`src/rtl/can_err_pkg.sv`:
```
package can_err_pkg;
  localparam int unsigned ERR_FLAG_W = 8;
  localparam int unsigned ERR_CODE_W = 7;
  localparam int unsigned ERR_DATA_W = 8;
  localparam int unsigned ERR_IRQ_BIT = 5;

  typedef enum logic [1:0] {
    SEL_FLAGS   = 2'd0,
    SEL_FLAG_EN = 2'd1,
    SEL_CODES   = 2'd2,
    SEL_IRQ_EN  = 2'd3
  } err_sel_e;
endpackage

```
`src/rtl/err_sticky_bank.sv`:
```
module err_sticky_bank #(
  parameter int unsigned W = 8
) (
  input  logic         clk_i,
  input  logic         rst_ni,
  input  logic [W-1:0] set_i,
  input  logic         clr_we_i,
  input  logic [W-1:0] keep_i,
  output logic [W-1:0] q_o
);
  for (genvar k = 0; k < W; k++) begin : g_bit
    always_ff @(posedge clk_i) begin
      if (!rst_ni)                    q_o[k] <= 1'b0;
      else if (set_i[k])              q_o[k] <= 1'b1;  // set wins over clear
      else if (clr_we_i && !keep_i[k]) q_o[k] <= 1'b0;
    end
  end
endmodule

```
`src/rtl/err_code_store.sv`:
```
module err_code_store #(
  parameter int unsigned W = 7
) (
  input  logic         clk_i,
  input  logic         rst_ni,
  input  logic [W-1:0] evt_i,
  input  logic         we_i,
  input  logic [W:0]   wdata_i,
  output logic [W-1:0] code_o,
  output logic         accum_o
);
  logic         any_evt;
  logic [W-1:0] kept;
  logic [W-1:0] code_d;

  assign any_evt = |evt_i;
  assign kept    = we_i ? (code_o & wdata_i[W-1:0]) : code_o;

  always_comb begin
    if (!any_evt)     code_d = kept;
    else if (accum_o) code_d = kept | evt_i;
    else              code_d = evt_i;   // latest error replaces history
  end

  always_ff @(posedge clk_i) begin
    if (!rst_ni) begin
      code_o  <= '0;
      accum_o <= 1'b0;
    end else begin
      code_o <= code_d;
      if (we_i) accum_o <= wdata_i[W];
    end
  end
endmodule

```
`src/rtl/err_summary.sv`:
```
module err_summary #(
  parameter int unsigned W = 8
) (
  input  logic [W-1:0] flag_i,
  input  logic [W-1:0] en_i,
  input  logic         irq_en_i,
  output logic         stat_o,
  output logic         irq_o
);
  assign stat_o = |(flag_i & en_i);
  assign irq_o  = stat_o & irq_en_i;
endmodule

```
`src/rtl/can_err_report.sv`:
```
module can_err_report
  import can_err_pkg::*;
#(
  parameter int unsigned FLAG_W  = ERR_FLAG_W,
  parameter int unsigned CODE_W  = ERR_CODE_W,
  parameter int unsigned DATA_W  = ERR_DATA_W,
  parameter int unsigned IRQ_BIT = ERR_IRQ_BIT
) (
  input  logic              clk_i,
  input  logic              rst_ni,
  input  logic [FLAG_W-1:0] evt_i,
  input  logic [CODE_W-1:0] code_evt_i,
  input  logic              wr_en_i,
  input  logic [1:0]        wr_sel_i,
  input  logic [DATA_W-1:0] wr_data_i,
  output logic [FLAG_W-1:0] flag_o,
  output logic [FLAG_W-1:0] flag_en_o,
  output logic [CODE_W:0]   code_o,
  output logic              err_stat_o,
  output logic              err_irq_o
);
  localparam int unsigned CODE_BYTE_W = CODE_W + 1;

  logic              we_flags, we_en, we_codes, we_irq;
  logic [FLAG_W-1:0] flag_set;
  logic [CODE_W-1:0] code_bits;
  logic              accum_mode;
  logic              irq_en_q;

  assign we_flags = wr_en_i && (wr_sel_i == 2'(SEL_FLAGS));
  assign we_en    = wr_en_i && (wr_sel_i == 2'(SEL_FLAG_EN));
  assign we_codes = wr_en_i && (wr_sel_i == 2'(SEL_CODES));
  assign we_irq   = wr_en_i && (wr_sel_i == 2'(SEL_IRQ_EN));

  // bit 0 (bus error) also latches on any protocol error type
  assign flag_set = evt_i | FLAG_W'(|code_evt_i);

  err_sticky_bank #(.W(FLAG_W)) u_flags (
    .clk_i    (clk_i),
    .rst_ni   (rst_ni),
    .set_i    (flag_set),
    .clr_we_i (we_flags),
    .keep_i   (wr_data_i[FLAG_W-1:0]),
    .q_o      (flag_o)
  );

  always_ff @(posedge clk_i) begin
    if (!rst_ni) begin
      flag_en_o <= '0;
      irq_en_q  <= 1'b0;
    end else begin
      if (we_en)  flag_en_o <= wr_data_i[FLAG_W-1:0];
      if (we_irq) irq_en_q  <= wr_data_i[IRQ_BIT];
    end
  end

  err_code_store #(.W(CODE_W)) u_codes (
    .clk_i   (clk_i),
    .rst_ni  (rst_ni),
    .evt_i   (code_evt_i),
    .we_i    (we_codes),
    .wdata_i (wr_data_i[CODE_BYTE_W-1:0]),
    .code_o  (code_bits),
    .accum_o (accum_mode)
  );

  assign code_o = {accum_mode, code_bits};

  err_summary #(.W(FLAG_W)) u_sum (
    .flag_i   (flag_o),
    .en_i     (flag_en_o),
    .irq_en_i (irq_en_q),
    .stat_o   (err_stat_o),
    .irq_o    (err_irq_o)
  );
endmodule

```
`config.mk`:
```
export PLATFORM = sky130hd
export DESIGN_NAME = can_err_report
export DESIGN_NICKNAME = d
export VERILOG_FILES = /design/src/rtl/can_err_pkg.sv /design/src/rtl/err_sticky_bank.sv /design/src/rtl/err_code_store.sv /design/src/rtl/err_summary.sv /design/src/rtl/can_err_report.sv
export SDC_FILE = /design/constraint.sdc
export NUM_CORES = 1
export LEC_CHECK = 0
export BUFFER_PORTS_ARGS = -buffer_cell sky130_fd_sc_hd__buf_2
export CORE_AREA = 2 2 56 58
export DETAILED_ROUTE_END_ITERATION = 12
export DIE_AREA = 0 0 58 60
export PLACE_DENSITY = 0.72
export SLEW_MARGIN = 10
export SYNTH_ARGS = -nofsm -noshare
export SYNTH_HDL_FRONTEND = slang
export SYNTH_SLANG_ARGS = --single-unit
```
`constraint.sdc`:
```
create_clock -name clk_i -period 1.4 [get_ports clk_i]
set_clock_uncertainty 0.05 [all_clocks]
set_input_delay 0.14 -clock clk_i [delete_from_list [all_inputs] [get_ports clk_i]]
set_output_delay 0.14 -clock clk_i [all_outputs]
set_load 0.02 [all_outputs]
```
## After elaboration in Yosys (flattened, before gate mapping)

Index checks and enable logic that the tools add are counted.

- Output and inout port bits: 26
- Register bits: 25

- Multiplexer cells: 19
- Reduce and logical (&&, ||, !) cells: 31
- Bitwise logic cells: 5
- Eq/ne operators: 3

Operators by type and width:

| kind | count |
|---|---|
| 2-to-1 mux 7 bit | 3 |
| 2-to-1 mux 1 bit | 16 |
| nonzero test 2 bit | 8 |
| logical AND 1 bit | 12 |
| bitwise AND 8 bit | 1 |
| logical NOT 1 bit | 8 |
| OR 8 x 1 -> 8 bit | 1 |
| OR reduction 8 bit | 1 |
| bitwise AND 7 bit | 1 |
| OR 7 bit | 1 |
| OR reduction 7 bit | 1 |
| equality test 2 bit (second input constant) | 2 |
| equality test 2 x 1 -> 1 bit (second input constant) | 1 |
| logical NOT 2 bit | 1 |
| bitwise AND 1 bit | 1 |

## Longest topological paths before layout

Gate-level depths: netlist (run 1).

- Depth in word-level cells: 6
- Gate-level depth with buffers: 5
- Mapped depth without buffers: 3

## By module

Synthesis (run 1) repeated with hierarchy kept, for this count alone.

- Cells, all modules: 126
- Area total of the unflattened synthesis: 1214.9 um2

By module, submodules not included:

| module | times used | cells an instance | area each (um2) |
|---|---|---|---|
| can_err_report | 1 | 46 | 412.9 |
| err_code_store | 1 | 41 | 395.4 |
| err_sticky_bank | 1 | 32 | 330.3 |
| err_summary | 1 | 7 | 76.3 |

## Worst setup path before layout (run 1)

Ideal clock, no wire load.

- Path kind: flip-flop to output port
- Start point: reg u_flags.q_o[2]
- End point: out err_irq_o
- Setup slack: 0.112 ns
- Data arrival time: 1.098 ns
- Stages on the path, launching flop included: 4
- Cell sequence: dfxtp_1 a22o_1 a221oi_1 a31oi_1

- Longest elaborated chain between the ends: 3

RTL lines:

| item | RTL line | source |
|---|---|---|
| start: declaration | err_sticky_bank.sv:9 | `output logic [W-1:0] q_o` |
| start signal: indexed assignment | err_sticky_bank.sv:13 | `if (!rst_ni) q_o[k] <= 1'b0;` |
| start signal: indexed assignment | err_sticky_bank.sv:14 | `else if (set_i[k]) q_o[k] <= 1'b1;` |
| start signal: indexed assignment | err_sticky_bank.sv:15 | `else if (clr_we_i && !keep_i[k]) q_o[k] <= 1'b0;` |
| bitwise AND 8 bit | err_summary.sv:10 | `assign stat_o = \|(flag_i & en_i);` |
| OR reduction 8 bit | err_summary.sv:10 |  |
| bitwise AND 1 bit | err_summary.sv:11 | `assign irq_o = stat_o & irq_en_i;` |
| end: declaration | can_err_report.sv:20 | `output logic err_irq_o` |

Every way passes these cells.

## Worst setup path in the final report (run 1)

- Start point: reg u_flags.q_o[2]
- End point: out err_stat_o

- Longest elaborated chain between the ends: 2

RTL lines:

| item | RTL line | source |
|---|---|---|
| bitwise AND 8 bit | err_summary.sv:10 |  |
| OR reduction 8 bit | err_summary.sv:10 |  |
| end: declaration | can_err_report.sv:19 | `output logic err_stat_o,` |

Every way passes these cells.

==> results of run 1 <==
==> cells in the final DEF (no fill, tap or decap), drive strengths merged <==
cell type / instances
nor2b: 10
nand4: 7
o31a: 1
inv: 2
a22o: 1
o21ai: 7
nand2: 8
nand4bb: 7
nor2: 7
a221oi: 1
o211ai: 7
a21boi: 1
nand3b: 2
a31oi: 1
a21oi: 7
dfxtp: 25
a22oi: 2
clkbuf: 4
nor3b: 1
buf: 56
nand3: 9
mux2i: 10
dlygate4sd3: 2
nor3: 1
nor4: 1
==> timing repair <==
item / in CTS / in global routing
gates resized for setup: 1 / 3
hold buffers: 1 / 1
endpoints found under the hold margin: 1 / 1
pin swaps: 0 / 1
setup endpoints to repair: 2 / 3
==> power by group <==
part	total, µW	internal, µW	switching (µW)
Combinational	271	116	155
Sequential	780	750	29.2
Clock	309	111	198
Total	1360	978	381
==> cell families after synthesis <==
logic type | Yosys count | synth area share
compound gates | 28 | 0.154
buf+inv | 12 | 0.0572
flops | 25 | 0.424
mux | 10 | 0.0847
simple gates | 53 | 0.281
==> state kept, by name (all words and copies together), names as in the netlist <==
| register | count |
|---|---|
| flag_en_o | 8 |
| u_flags.q_o | 8 |
| u_codes.code_o | 7 |
| irq_en_q | 1 |
| u_codes.accum_o | 1 |
==> through the flow <==
step / utilization / hold slack (ns) / TNS [ns] / setup WS (ns)
finish: 0.520 / 0.0116 / -0.371 / -0.190
global route: 0.520 / 0.00723 / -0.576 / -0.289
CTS: 0.514 / 0.00130 / -0.361 / -0.184
detailed placement: 0.500 / 0.329 / 0 / 0.0773
global placement: 0.500 / 0.323 / 0 / 0.154
floorplan: - / 0.216 / 0 / 0.112
==> synth_stat cells <==
cell	count	area, µm²
o211ai_1	7	52.6
buf_2	3	15.0
mux2i_1	10	100
o21ai_0	7	35.0
nor2_1	7	26.3
a21boi_2	1	11.3
o31a_1	1	8.76
buf_4	3	22.5
nand4bb_1	7	78.8
nor2b_1	10	62.6
dfxtp_1	25	500
nand3b_1	2	15.0
a221oi_1	1	8.76
nand3_1	9	45.0
a21oi_1	7	35.0
a31oi_1	1	6.26
a22o_1	1	8.76
inv_1	2	7.51
nor3_1	1	5.00
nor4_1	1	6.26
nor3b_4	1	18.8
nand4_1	7	43.8
a22oi_1	2	15.0
nand2_1	8	30.0
buf_6	1	11.3
clkbuf_1	3	11.3
==> final cells by class <==
class                           instances  area (µm²)
Clock buffer                            4        26.3
Fill cell                             302        1390
Inverter                                2        7.51
Multi-Input combinational cell         91         622
Sequential cell                        25         502
Tap cell                               33        41.3
Timing Repair Buffer                   58         310
==> critical path, cell delays in order, from the launching register on <==
cell and delay (ns):
dfxtp_2 0.34, a22o_1 0.24, a221oi_2 0.22, nand3_1 0.12, buf_4 0.17
==> final timing paths <==
path                          start                 to  slack, ns
setup / recovery     u_flags.q_o[2]         err_stat_o      -0.19
hold / removal        code_evt_i[0]  u_codes.code_o[0]       0.01
setup reg to reg    u_codes.accum_o  u_codes.code_o[6]       0.51
hold reg to reg   u_codes.code_o[3]  u_codes.code_o[3]       0.47
==> per-layer routing <==
layer	vias up	track usage	share of wire
met2	41	0.274	0.48
met3	2	0.0346	0.064
met4	0	0.0598	0.0067
met5	-	0	0
li1	577	-	-
met1	510	0.225	0.45
==> flow_summary_export.csv, run 1 <==
group,metric,value,unit
place,dpl.hpwl,2170,µm
global_routing,grt_usage,0.170,
floorplanning,top_level_ports,54,
sta,slew_violations,0,
setup_path,crit_required,1.21,ns
synthesis,yosysWarnings,0,
setup_path,cp_data_arrival_time,1.40,ns
floorplanning,fp.dieW,58,µm
power_and_ir_drop,p_per_area,901,nW/µm²
setup_path,r2r_cells,2,
drt,drt_pass1_iterations,4,
sta,fin_crit_sh,1.14,
setup_path,cp-end-kind,"output port",
cts,clk_path_buf_depth,2,
cts,cts.sinks,25,
sta,rsz0062_at_grt,"true",
drt,drc_errors,0,
floorplanning,start_util,0.407,
synthesis,netlist_instances,128,
drt,routed_wl,2840,µm
cts,clk_latency,0.30,ns
floorplanning,core,2900,µm²
place,place_congestion,0.726,
synthesis,avgSynthCellArea,9.23,µm²
power_and_ir_drop,ir_drop,0.000589,V
global_routing,grt_pass1_vias,949,
cells_and_area,drive_above_1_share,0.356,
setup_path,worstPathMaxFanout,3,
cts,cts_tree,"built",
floorplanning,fp-row-count,20,
sta,finalCriticalPeriod,1.59,ns
sta,fin_ws,-0.190,ns
cts,cts_made_buffers,3,
synthesis,seq_area_frac_synth,0.424,
sta,fmax,629,MHz
drt,vias_per_cell,5.31,
place,dp_cells,207,
power_and_ir_drop,p_leak,0.000704,µW
floorplanning,die_area,3480,µm²
cts,cts_htree_levels,1,
synthesis,synth.distinct_cells,26,
global_routing,antenna_found_initial,0,
drt,vias,1130,
cts,cts_root_buffer,"clkbuf_4",
outcome,violations,"negative setup slack",
cells_and_area,final_cells,213,
cts,clk_transition_reported_paths,0.13,ns
cells_and_area,fin_area,1510,µm²
global_routing,gr-total-overflow,0,
hold_path,hold_path.class,"input port to register",
setup_path,startpoint_type,"register",
drt,ant_nets,0,
outcome,status,"finished with violations",
synthesis,ys_ff_latch,25,
cells_and_area,layout.nets,209,
power_and_ir_drop,power.total,1360,µW
setup_path,critPathKind,"register to output port",
sta,hold_viol,0,
cells_and_area,syn_to_final_growth,27.8,%
floorplanning,die_h,60,µm
drt,drtIter0Drc,34,
place,portBuffers,53,
drt,wl_per_cell,13.3,µm
synthesis,synth_fp_nets,156,
global_routing,grt_max_degree,39,
cts,postCtsSetupRepairBufs,0,
sta,slew_headroom,0.612,
synthesis,post_synth_instance_area,1180,µm²
sta,setup_viol,2,
sta,worst_pin_slew,0.583,ns
hold_path,min_path_cells,3,
run,max_cap_viol_count,0,
global_routing,grt_pass1_wl,4500,µm
cells_and_area,num_antenna_cells,0,
place,place_area,1450,µm²
No activity file was read; power rests on OpenSTA's default activity.
==> run 2, diff against run 1 <==
--- a/config.mk
+++ b/config.mk
@@ -9,6 +9,7 @@
 export CORE_AREA = 2 2 56 58
 export DETAILED_ROUTE_END_ITERATION = 12
 export DIE_AREA = 0 0 58 60
+export MAX_ROUTING_LAYER = met4
 export PLACE_DENSITY = 0.72
 export SLEW_MARGIN = 10
 export SYNTH_ARGS = -nofsm -noshare
==> flow_summary_export.csv, run 2 (synthesis results as in run 1) <==
group,metric,value,unit
setup_path,path_delay_family,"compound AO/OA/AOI/OAI gates",
drt,drt-met1-wl,1310,µm
outcome,status,"finished with violations",
sta,setup_viol,2,
setup_path,worstPathMaxFanout,3,
cells_and_area,layout_commonest_cell,"buf_2",
cells_and_area,drive_above_1_share,0.356,
floorplanning,core,2900,µm²
sta,fin_crit_sh,1.13,
drt,met3_length,182,µm
global_routing,grt_max_degree,39,
drt,drtIter0Drc,32,
cts,postCtsSetupRepairBufs,0,
sta,slew_violations,0,
place,portBuffers,53,
sta,finalCriticalPeriod,1.59,ns
floorplanning,die_h,60,µm
cts,cts_htree_levels,1,
cells_and_area,layout.nets,209,
global_routing,antenna_found_initial,0,
floorplanning,fp-row-count,20,
cts,clk_transition_reported_paths,0.13,ns
power_and_ir_drop,p_per_area,900,nW/µm²
hold_path,hold_path.class,"input port to register",
cells_and_area,num_antenna_cells,0,
drt,drt_pass1_iterations,4,
sta,rsz0062_at_grt,"true",
cells_and_area,reg_top3,"flag_en_o (8), u_flags.q_o (8), u_codes.code_o (7)",
setup_path,critPathKind,"register to output port",
power_and_ir_drop,clockPowerShare,0.226,
drt,wl_per_cell,13.4,µm
cells_and_area,fin_util,0.520,
cells_and_area,num-fill-cells,302,
sta,worst_pin_slew,0.586,ns
setup_path,crit_required,1.21,ns
setup_path,critPathMaxStageDelay,0.34,ns
power_and_ir_drop,p_comb_frac,0.200,
drt,vias,1133,
power_and_ir_drop,switching_share,0.280,
power_and_ir_drop,ir_drop,0.000587,V
floorplanning,fp.dieW,58,µm
setup_path,worst-path-buf-inv,1,
setup_path,slowest_stage,"dfxtp_2",
power_and_ir_drop,seqPwrFrac,0.574,
place,dpl.hpwl,2170,µm
place,place_congestion,0.734,
power_and_ir_drop,p_leak,0.000704,µW
cts,cts_root_buffer,"clkbuf_4",
drt,vias_per_cell,5.32,
global_routing,grt_pass1_wl,4510,µm
drt,routed.top_layer,"met4",
sta,slew_headroom,0.609,
setup_path,cp-end-kind,"output port",
cts,clk_path_buf_depth,2,
floorplanning,top_level_ports,54,
cts,clk_latency,0.30,ns
sta,fin_ws,-0.188,ns
drt,ant_nets,0,
cells_and_area,mostFrequentLayoutCells,"52 x buf_2, 24 x dfxtp_1, 10 x mux2i_1, 10 x nor2b_1, 9 x nand3_1",
global_routing,gr-total-overflow,0,
cts,cts_made_buffers,3,
global_routing,grt_usage,0.175,
power_and_ir_drop,p_switching,380,µW
cts,cts.sinks,25,
floorplanning,start_util,0.407,
setup_path,startpoint_type,"register",
floorplanning,die_area,3480,µm²
sta,fmax,630,MHz
run,max_cap_viol_count,0,
power_and_ir_drop,p_int,978,µW
cts,cts_tree,"built",
sta,hold_viol,0,
outcome,violations,"negative setup slack",
setup_path,worstPathCellList,"a22o_1 > a221oi_2 > nand3_1 > buf_4",
drt,routed_wl,2860,µm
cells_and_area,syn_to_final_growth,27.8,%
sta,setup_tns,-0.366,ns
global_routing,grt_pass1_vias,953,
setup_path,cp_data_arrival_time,1.40,ns
drt,dr_wl_met2,1350,µm
drt,drc_errors,0,
-- run 2: cell counts in the layout (fill, tap and decap cells not counted) --
No cell type changed its count.
-- run 2: final cells by class --
type                    instances  area (µm²)  area share
multi-input cells              91         622       0.412
flip-flops and latches         25         502       0.333
repair buffers                 58         310       0.206
well taps                      33        41.3      0.0274
clock buffers                   4        26.3      0.0174
inverters                       2        7.51     0.00498
-- run 2: stage by stage --
| stage | total power (µW) | hold slack, ns | instance area (µm²) | std cells | setup WS [ns] |
|---|---|---|---|---|---|
| floorplan | 954 | 0.216 | 1180 | 128 | 0.112 |
| global placement | 1050 | 0.323 | 1450 | 207 | 0.154 |
| detailed placement | 1060 | 0.329 | 1450 | 207 | 0.0773 |
| CTS | 1370 | 0.00130 | 1490 | 212 | -0.184 |
| global route | 1420 | 0.00724 | 1510 | 213 | -0.289 |
| finish | 1360 | 0.0125 | 1510 | 213 | -0.188 |
-- run 2: worst register-to-register path, stage by stage (launching register included) --
cell      delay (ns)
dfxtp_1         0.51
nand4_1         0.13
o211ai_1        0.13
-- run 2: final timing paths --
check,startpoint,slack (ns),end,depth (start not counted)
min,code_evt_i[0],0.01,u_codes.code_o[0],3
min reg2reg,u_codes.code_o[3],0.47,u_codes.code_o[3],2
max reg2reg,u_codes.accum_o,0.51,u_codes.code_o[6],2
max,u_flags.q_o[2],-0.19,err_stat_o,4
-- run 2: repair_timing --
item / CTS / global route
endpoints found under the hold margin: 1 / 1
resized for setup: 1 / 3
endpoints found under the setup margin: 2 / 3
pin swaps: 0 / 1
hold buffers: 1 / 1
-- run 2: layer usage --
| layer | GRT usage | vias up |
|---|---|---|
| met1 | 0.227 | 516 |
| met2 | 0.274 | 38 |
| met4 | 0.0598 | 0 |
| li1 | - | 577 |
| met5 | - | - |
| met3 | 0.0325 | 2 |
-- run 2: power groups by stage --
| stage | combinational, µW | clock (µW) | sequential (µW) |
|---|---|---|---|
| after floorplan | 120 | 0 | 834 |
| after global placement | 259 | 0 | 792 |
| after detailed placement | 264 | 0 | 794 |
| after CTS | 268 | 318 | 779 |
| after global routing | 296 | 339 | 786 |
| final | 271 | 307 | 780 |
